<file path="src/rtl/ilv_pkg.sv">
package ilv_pkg;

  // length of the signature at the start of every image
  localparam int SIG_LEN = 13;

  // expected signature byte at a given position of the selected image
  function automatic logic [7:0] sig_byte(input int idx);
    logic [7:0] b;
    case (idx)
      1:             b = 8'h09;
      2, 4, 6, 8:    b = 8'h0F;
      3, 5, 7, 9:    b = 8'hF0;
      12:            b = 8'h01;
      default:       b = 8'h00;
    endcase
    return b;
  endfunction

endpackage

</file>
<file path="src/rtl/ilv_pos_track.sv">
// Tracks the position inside the round-robin chunk pattern with an offset
// counter and a slot counter, so no division is needed.
module ilv_pos_track #(
  parameter int CHUNK_BYTES = 288,
  parameter int IDX_W       = 3
) (
  input  logic             clk,
  input  logic             rst,
  input  logic             restart_i,
  input  logic             step_i,
  input  logic [IDX_W-1:0] count_i,
  input  logic [IDX_W-1:0] sel_i,
  output logic             keep_o,
  output logic [IDX_W-1:0] slot_o
);

  localparam int OFF_W = (CHUNK_BYTES > 1) ? $clog2(CHUNK_BYTES) : 1;
  localparam logic [OFF_W-1:0] OFF_LAST = OFF_W'(CHUNK_BYTES - 1);

  logic [OFF_W-1:0] off_q;
  logic [IDX_W-1:0] slot_q;
  logic [IDX_W-1:0] slot_last;
  logic [IDX_W-1:0] sel_slot;

  assign slot_last = IDX_W'(count_i - 1'b1);
  assign sel_slot  = IDX_W'(sel_i - 1'b1);

  always_ff @(posedge clk) begin
    if (rst || restart_i) begin
      off_q  <= '0;
      slot_q <= '0;
    end else if (step_i) begin
      if (off_q == OFF_LAST) begin
        off_q  <= '0;
        slot_q <= (slot_q == slot_last) ? '0 : IDX_W'(slot_q + 1'b1);
      end else begin
        off_q <= OFF_W'(off_q + 1'b1);
      end
    end
  end

  assign keep_o = (sel_i != '0) && (sel_i <= count_i) && (slot_q == sel_slot);
  assign slot_o = slot_q;

endmodule

</file>
<file path="src/rtl/ilv_sig_check.sv">
// Compares the first SIG_LEN kept bytes against the fixed signature, one
// byte per accepted transfer, without buffering them.
module ilv_sig_check #(
  parameter int SIG_LEN = ilv_pkg::SIG_LEN,
  parameter int DATA_W  = 8
) (
  input  logic              clk,
  input  logic              rst,
  input  logic              restart_i,
  input  logic              fire_i,
  input  logic [DATA_W-1:0] data_i,
  output logic              done_o,
  output logic              ok_o
);

  localparam int IW = $clog2(SIG_LEN + 1);
  localparam logic [IW-1:0] IDX_LAST = IW'(SIG_LEN - 1);

  logic [IW-1:0] idx_q;
  logic          bad_q;
  logic          done_q;
  logic          ok_q;
  logic          mism;

  assign mism = (data_i != DATA_W'(ilv_pkg::sig_byte(int'(idx_q))));

  always_ff @(posedge clk) begin
    if (rst || restart_i) begin
      idx_q  <= '0;
      bad_q  <= 1'b0;
      done_q <= 1'b0;
      ok_q   <= 1'b0;
    end else if (fire_i && !done_q) begin
      idx_q <= IW'(idx_q + 1'b1);
      if (mism) bad_q <= 1'b1;
      if (idx_q == IDX_LAST) begin
        done_q <= 1'b1;
        ok_q   <= !(bad_q || mism);
      end
    end
  end

  assign done_o = done_q;
  assign ok_o   = ok_q;

endmodule

</file>
<file path="src/rtl/ilv_out_reg.sv">
// Single registered output slot with valid/ready.
module ilv_out_reg #(
  parameter int DATA_W = 8
) (
  input  logic              clk,
  input  logic              rst,
  input  logic              restart_i,
  input  logic              load_i,
  input  logic [DATA_W-1:0] data_i,
  input  logic              ready_i,
  output logic              valid_o,
  output logic [DATA_W-1:0] data_o,
  output logic              space_o
);

  logic              valid_q;
  logic [DATA_W-1:0] data_q;

  always_ff @(posedge clk) begin
    if (rst || restart_i) begin
      valid_q <= 1'b0;
      data_q  <= '0;
    end else if (load_i) begin
      valid_q <= 1'b1;
      data_q  <= data_i;
    end else if (ready_i) begin
      valid_q <= 1'b0;
    end
  end

  assign valid_o = valid_q;
  assign data_o  = data_q;
  assign space_o = !valid_q || ready_i;

endmodule

</file>
<file path="src/rtl/ilv_image_sel.sv">
module ilv_image_sel #(
  parameter int CHUNK_BYTES = 288,
  parameter int MAX_IMAGES  = 4,
  parameter int DATA_W      = 8,
  parameter int IDX_W       = $clog2(MAX_IMAGES + 1)
) (
  input  logic              clk,
  input  logic              rst,
  input  logic              restart_i,
  input  logic [IDX_W-1:0]  img_sel_i,
  input  logic [IDX_W-1:0]  img_count_i,
  input  logic              in_valid_i,
  input  logic [DATA_W-1:0] in_data_i,
  output logic              in_ready_o,
  output logic              out_valid_o,
  output logic [DATA_W-1:0] out_data_o,
  input  logic              out_ready_i,
  output logic              hdr_done_o,
  output logic              hdr_ok_o
);

  localparam logic [IDX_W-1:0] ONE = IDX_W'(1);

  logic [IDX_W-1:0] sel_q;
  logic [IDX_W-1:0] count_q;
  logic             keep_w;
  logic [IDX_W-1:0] slot_w;
  logic             space_w;
  logic             accept_w;
  logic             load_w;

  // configuration captured only at restart
  always_ff @(posedge clk) begin
    if (rst) begin
      sel_q   <= ONE;
      count_q <= ONE;
    end else if (restart_i) begin
      sel_q   <= img_sel_i;
      count_q <= (img_count_i == '0) ? ONE : img_count_i;
    end
  end

  ilv_pos_track #(
    .CHUNK_BYTES (CHUNK_BYTES),
    .IDX_W       (IDX_W)
  ) pos_i (
    .clk       (clk),
    .rst       (rst),
    .restart_i (restart_i),
    .step_i    (accept_w),
    .count_i   (count_q),
    .sel_i     (sel_q),
    .keep_o    (keep_w),
    .slot_o    (slot_w)
  );

  assign in_ready_o = !restart_i && (!keep_w || space_w);
  assign accept_w   = in_valid_i && in_ready_o;
  assign load_w     = accept_w && keep_w;

  ilv_out_reg #(
    .DATA_W (DATA_W)
  ) out_i (
    .clk       (clk),
    .rst       (rst),
    .restart_i (restart_i),
    .load_i    (load_w),
    .data_i    (in_data_i),
    .ready_i   (out_ready_i),
    .valid_o   (out_valid_o),
    .data_o    (out_data_o),
    .space_o   (space_w)
  );

  ilv_sig_check #(
    .SIG_LEN (ilv_pkg::SIG_LEN),
    .DATA_W  (DATA_W)
  ) sig_i (
    .clk       (clk),
    .rst       (rst),
    .restart_i (restart_i),
    .fire_i    (load_w),
    .data_i    (in_data_i),
    .done_o    (hdr_done_o),
    .ok_o      (hdr_ok_o)
  );

endmodule

</file>
<file path="config.mk">
export PLATFORM = sky130hd
export DESIGN_NAME = ilv_image_sel
export DESIGN_NICKNAME = d
export VERILOG_FILES = /design/src/rtl/ilv_pkg.sv /design/src/rtl/ilv_pos_track.sv /design/src/rtl/ilv_sig_check.sv /design/src/rtl/ilv_out_reg.sv /design/src/rtl/ilv_image_sel.sv
export SDC_FILE = /design/constraint.sdc
export NUM_CORES = 1
export LEC_CHECK = 0
export CELL_PAD_IN_SITES_DETAIL_PLACEMENT = 1
export CELL_PAD_IN_SITES_GLOBAL_PLACEMENT = 1
export CORE_MARGIN = 2
export CORE_UTILIZATION = 41
export CTS_CLUSTER_SIZE = 10
export DETAILED_ROUTE_END_ITERATION = 6
export PLACE_DENSITY_LB_ADDON = 0.1
export SYNTH_ARGS = -nofsm -noshare
export SYNTH_HDL_FRONTEND = slang
export SYNTH_SLANG_ARGS = --single-unit
</file>
<file path="constraint.sdc">
create_clock -name clk -period 3.7 [get_ports clk]
set_clock_uncertainty 0.15 [all_clocks]
set_input_delay 0.925 -clock clk [delete_from_list [all_inputs] [get_ports clk]]
set_output_delay 0.925 -clock clk [all_outputs]
set_load 0.03 [all_outputs]
</file>
==> run metrics, run 1 <==
status finished, final reports clean; final slew viol count 0; maximum vdd drop 0.1475 mV; FMAX 288.9 MHz; final hold vios 0; share of post-route cells with drive strength above 1 0.1068; Seq. cell area 760.7 um2; Final #Nets 313; Die X 75.63 um; Multi-input gate area 0.001240 mm2; Sum Neg Setup Slack 0 ns; Clock transition at path regs 0.08 ns; Synth-to-Final Area Change 25.16%; Synth Register Bits 38; Avg Vias per Cell 5.179; port bufs 30; Switch Pwr 0.2273 mW; Hold Crit Class reg -> reg; Initial Util 0.4171; depth of the CTS H-tree 2; die area 0.005719 mm2; Hold Startpoint sig_i.bad_q; Hold Path End sig_i.bad_q; pin count of the biggest net entering global routing 17; clk_lat worst skew 0.29 ns; post-CTS setup buffer count 0; initial antenna violation count 0; fin crit period 3.461 ns; Post-synth ARST share 0; crit-path max FO 3; Wirelength per Cell 13.88 um; Post-Synthesis Cells 238; global-route wire length before repair 8128 um; Post-CTS Hold Buffers 0; clock buffer depth 2; post-synthesis sequential area ratio 0.3617; ys flop type dfxtp_1; syn nets 271; worst hold margin 0.3146 ns; worst slew pin tran 0.4788 ns; syn avg cell area 8.837 um2; CTS sink cnt 38; Net Sw Frac 0.2653; DR iter-0 viols 66; Fill cells 612; DP Wirelength 3768 um; leakage power 1.068 nW; Power Density 325.5 mW/mm2; die height 75.63 um; post-synth design cell area 0.002103 mm2; Yosys warnings 0; core footprint 0.005042 mm2; critical path capture point type primary output; gr ovfl total 0; setup repair after global routing missed its margin false; WHS Path Cells 2; Netlist cell types 45; R2R Setup Slk 0.42 ns; # IOs 31; EDFF count, synth 0; WL final 4872 um; sequential power share 0.491; Root Driver clkbuf_8; CTS Buf Count 5; DRC Markers 0; CTS tree built; Final Setup Violations 0; vias 1818; period utilisation layout 0.9354; total track usage 0.1899; CP Launch Type flop; Comb power frac 0.157; normalized max-slew margin 0.6781; # Max-Cap Violations 0; critical path data arrival time 2.39 ns; worst path required time 2.62 ns; n_diodes 0; Post-DRT Antenna Nets 0; worst setup path class reg -> out; clock group share of total power 0.352; vias in the first global route 1794; FP Rows 26; Int Power 0.6296 mW; GPL Wtd Cong 0.7732; R2R Path Start sel_q[0]; first drt pass iteration count 4; Reg2Reg Depth 13
==> power by group through the flow <==
stage	sequential, mW	clock (mW)	combinational [mW]
6_report	0.421	0.301	0.135
5_1_grt	0.422	0.330	0.150
4_1_cts	0.421	0.310	0.136
3_5_place_dp	0.430	0	0.135
3_3_place_gp	0.430	0	0.133
2_1_floorplan	0.432	0	0.0796
==> layout by cell type (no fill, tap or decap), types with 2 or more instances in the layout <==
| cell | netlist | layout |
|---|---|---|
| dfxtp_1 | 38 | 38 |
| nor2_1 | 35 | 35 |
| clkdlybuf4s50_1 | 0 | 29 |
| inv_1 | 18 | 18 |
| mux2i_1 | 16 | 16 |
| nand3_1 | 14 | 14 |
| ha_1 | 14 | 14 |
| xnor2_1 | 12 | 12 |
| nand2_1 | 11 | 11 |
| buf_4 | 0 | 11 |
| a21oi_1 | 9 | 9 |
| xor2_1 | 8 | 8 |
| o21ai_0 | 6 | 6 |
| nor3_1 | 6 | 6 |
| clkbuf_8 | 0 | 6 |
| a211oi_1 | 4 | 4 |
| nand2b_1 | 4 | 4 |
| nand4_1 | 3 | 3 |
| o211ai_1 | 3 | 3 |
| nor2b_1 | 2 | 2 |
| o211ai_2 | 2 | 2 |
| or4_1 | 2 | 2 |
| nor4_1 | 2 | 2 |
| o2111ai_1 | 2 | 2 |
| or3_1 | 2 | 2 |
==> per-stage QoR <==
stage                 util  instance area (um2)  power (mW)  std cells  setup slack (ns)
global placement    0.5042                 2542      0.5630        343            0.1535
global route        0.5221                 2633      0.9013        351            0.1154
detailed placement  0.5042                 2542      0.5656        343           0.08877
floorplan                -                 2103      0.5113        238            0.5717
CTS                 0.5228                 2636      0.8669        351           0.04835
finish              0.5221                 2633      0.8569        351            0.2391
==> how the worst max path moves through the flow <==
stage | end | start | slack, ns
6_report | in_ready_o | sel_q[0] | 0.24
3_5_place_dp | flop | restart_i | 0.09
4_1_cts | in_ready_o | sel_q[0] | 0.05
2_1_floorplan | in_ready_o | sel_q[0] | 0.57
3_3_place_gp | in_ready_o | out_ready_i | 0.15
5_1_grt | in_ready_o | sel_q[0] | 0.12
==> synth_stat cells (2+ instances only) <==
cell,n,area share
dfxtp_1,38,0.36
nor4_1,2,0.0059
nand2_1,11,0.020
o2111ai_1,2,0.0083
or3_1,2,0.0059
nand4_1,3,0.0089
nand2b_1,4,0.012
nor2_1,35,0.062
nand3_1,14,0.033
inv_1,18,0.032
o211ai_2,2,0.012
nor2b_1,2,0.0059
clkbuf_1,3,0.0054
xnor2_1,12,0.050
or4_1,2,0.0071
nor3_1,6,0.014
o21ai_0,6,0.014
ha_1,14,0.083
a211oi_1,4,0.014
o211ai_1,3,0.011
a21oi_1,9,0.021
xor2_1,8,0.033
mux2i_1,16,0.076
==> metal layers <==
metal / vias up / track usage / routed length, um
met3: 8 / 0.04497 / 165
met4: 0 / 0.07018 / 87
met1: 867 / 0.2411 / 2311
met5: - / 0 / 0
li1: 910 / - / -
met2: 33 / 0.3140 / 2308
==> cell families after synthesis <==
family,synth area share
buffers and inverters,0.04877
DFF,0.3617
xor gates and xnor gates,0.08328
and+or+nand+nor,0.2201
AOI/OAI and AO/OA,0.1214
muxes,0.08150
adders and majority gates,0.08328
==> final cells by class <==
cell class,instances,share of cell area
clock inverter,2,0.004753
clock buffer,6,0.03137
tap,70,0.03327
inverter,19,0.02709
timing repair buffer,41,0.1435
sequential,38,0.2890
multi-input combinational,175,0.4710
==> critical path: stages (launching register included) <==
cell and delay, ns:
dfxtp_1 0.35, inv_1 0.08, ha_1 0.20, ha_1 0.28, xnor2_1 0.17, or4_4 0.56, a211oi_4 0.21, nor2_1 0.06
clkbuf_2 0.18
==> repair_timing <==
action / CTS / global route
setup endpoints to repair: 1 / 1
cloned: 0 / 0
pin swaps: 0 / 0
gates resized for setup: 1 / 2
No activity file was read; power rests on OpenSTA's default activity.
==> run 2: changes to the inputs <==
- CORE_UTILIZATION: 41 -> 37
==> run metrics, run 2 (same netlist as run 1, synthesis figures left out) <==
die area 0.006304 mm2; Initial Util 0.3820; Crit path depth 8; initial antenna violation count 0; Synth-to-Final Area Change 27.31%; final setup margin 0.2407 ns; clk_lat worst skew 0.30 ns; setup repair after global routing missed its margin false; CTS tree built; Hold Startpoint sig_i.bad_q; gr ovfl total 0; Clock transition at path regs 0.08 ns; FP Rows 27; total power 0.9828 mW; Slowest cell on crit path or4_4; WHS Path Cells 2; clock buffer depth 2; Avg Vias per Cell 5.057; worst path required time 2.62 ns; Post-DRT Antenna Nets 0; normalized max-slew margin 0.6708; met1 GRT Util 0.2200; Cell Count, Final, Fillers Out 353; R2R Path Start sel_q[0]; DR iter-0 viols 47; die height 79.40 um; global-route wire length before repair 8604 um; Hold Crit Class reg -> reg; worst hold margin 0.3053 ns; CP bufs+invs 2; vias 1785; first drt pass iteration count 4; commonest non-fill, non-tap cell in the layout dfxtp_1; Setup WS pre-CTS 0.1389 ns; # IOs 31; Final Setup Violations 0; crit-path max FO 3; Final Util 0.4863; # Max-Cap Violations 0; status finished, final reports clean; CTS Buf Count 5; global-route met3 utilization 0.03733; period utilisation layout 0.9350; CTS sink cnt 38; port bufs 30; share of post-route cells with drive strength above 1 0.1068; placed inst area 0.002545 mm2; final slew viol count 0; Power Density 367.0 mW/mm2; routing usage on met2 0.3025; Root Driver clkbuf_8; FMAX 289.1 MHz; cell count after placement 345; WL final 5052 um; DP Wirelength 3864 um; leakage power 1.089 nW; most frequent cells in the layout dfxtp_1 (38), nor2_1 (35), clkdlybuf4s50_1 (29); Final #Nets 313; DRC Markers 0; GPL Wtd Cong 0.8230; n_diodes 0; depth of the CTS H-tree 2; core footprint 0.005507 mm2; most used routing layer met2; final hold vios 0; CP startpoint sel_q[0]; Worst path most repeated cell ha_1; maximum vdd drop 0.1354 mV; worst slew pin tran 0.4897 ns; total track usage 0.1784; pin count of the biggest net entering global routing 17; critical path data arrival time 2.38 ns; critical path capture point type primary output; Die X 79.40 um; max incr delay on CP 0.57 ns; post-CTS setup buffer count 0; Sum Neg Setup Slack 0 ns; worst setup path class reg -> out; CP Launch Type flop; vias in the first global route 1815; Largest delay share family, worst path simple AND/OR/NAND/NOR gates; fin crit period 3.459 ns; Reg2Reg Depth 13; Wirelength per Cell 14.31 um; crit-path cells inv_1 -> ha_1 -> ha_1 -> xnor2_1 -> or4_4 -> a211oi_4 -> nor2_1 -> clkbuf_2; fin area 0.002678 mm2
## run 2: path summary, 6_finish.rpt
check                           slack, ns           to
worst max-delay path                 0.24   in_ready_o
worst min-delay path                 0.31  sig_i.bad_q
worst max register to register       0.45         flop
worst min register to register       0.31  sig_i.bad_q
## run 2: worst register-to-register path, delay by kind of cell, from the launching register on
kind / cells / cell delay, ns
buffers and inverters: 2 / 0.19
AND/OR/NAND/NOR: 2 / 0.65
adder cells (fa/ha/maj): 3 / 0.69
flip-flops: 1 / 0.35
XOR/XNOR: 2 / 0.36
AO/OA/AOI/OAI: 4 / 0.82
## run 2: report_power, final
| part | switching (mW) | internal, mW |
|---|---|---|
| clock network | 0.158 | 0.270 |
| logic | 0.0699 | 0.0639 |
| registers | 0.00547 | 0.416 |
| total | 0.233 | 0.750 |
## run 2: layout make-up
cell class	instances	area (um2)
multi-input cells	175	1240
inverters	19	71.32
well taps	72	90.09
clock buffers	5	68.82
repair buffers	41	377.9
fillers	634	2829
clock inverters	3	68.82
flip-flops and latches	38	760.7
## run 2: per-layer routing
layer  wire [um]  part of all wire
met1        2391              0.47
met3         125             0.025
met5           0                 0
met2        2444              0.48
met4          91             0.018
## run 2: timing repair
item | 4_1_cts | 5_1_grt
setup endpoints to repair | 1 | 1
resized for setup | 1 | 2
hold buffers | 0 | 0
hold endpoints to repair | 0 | 0
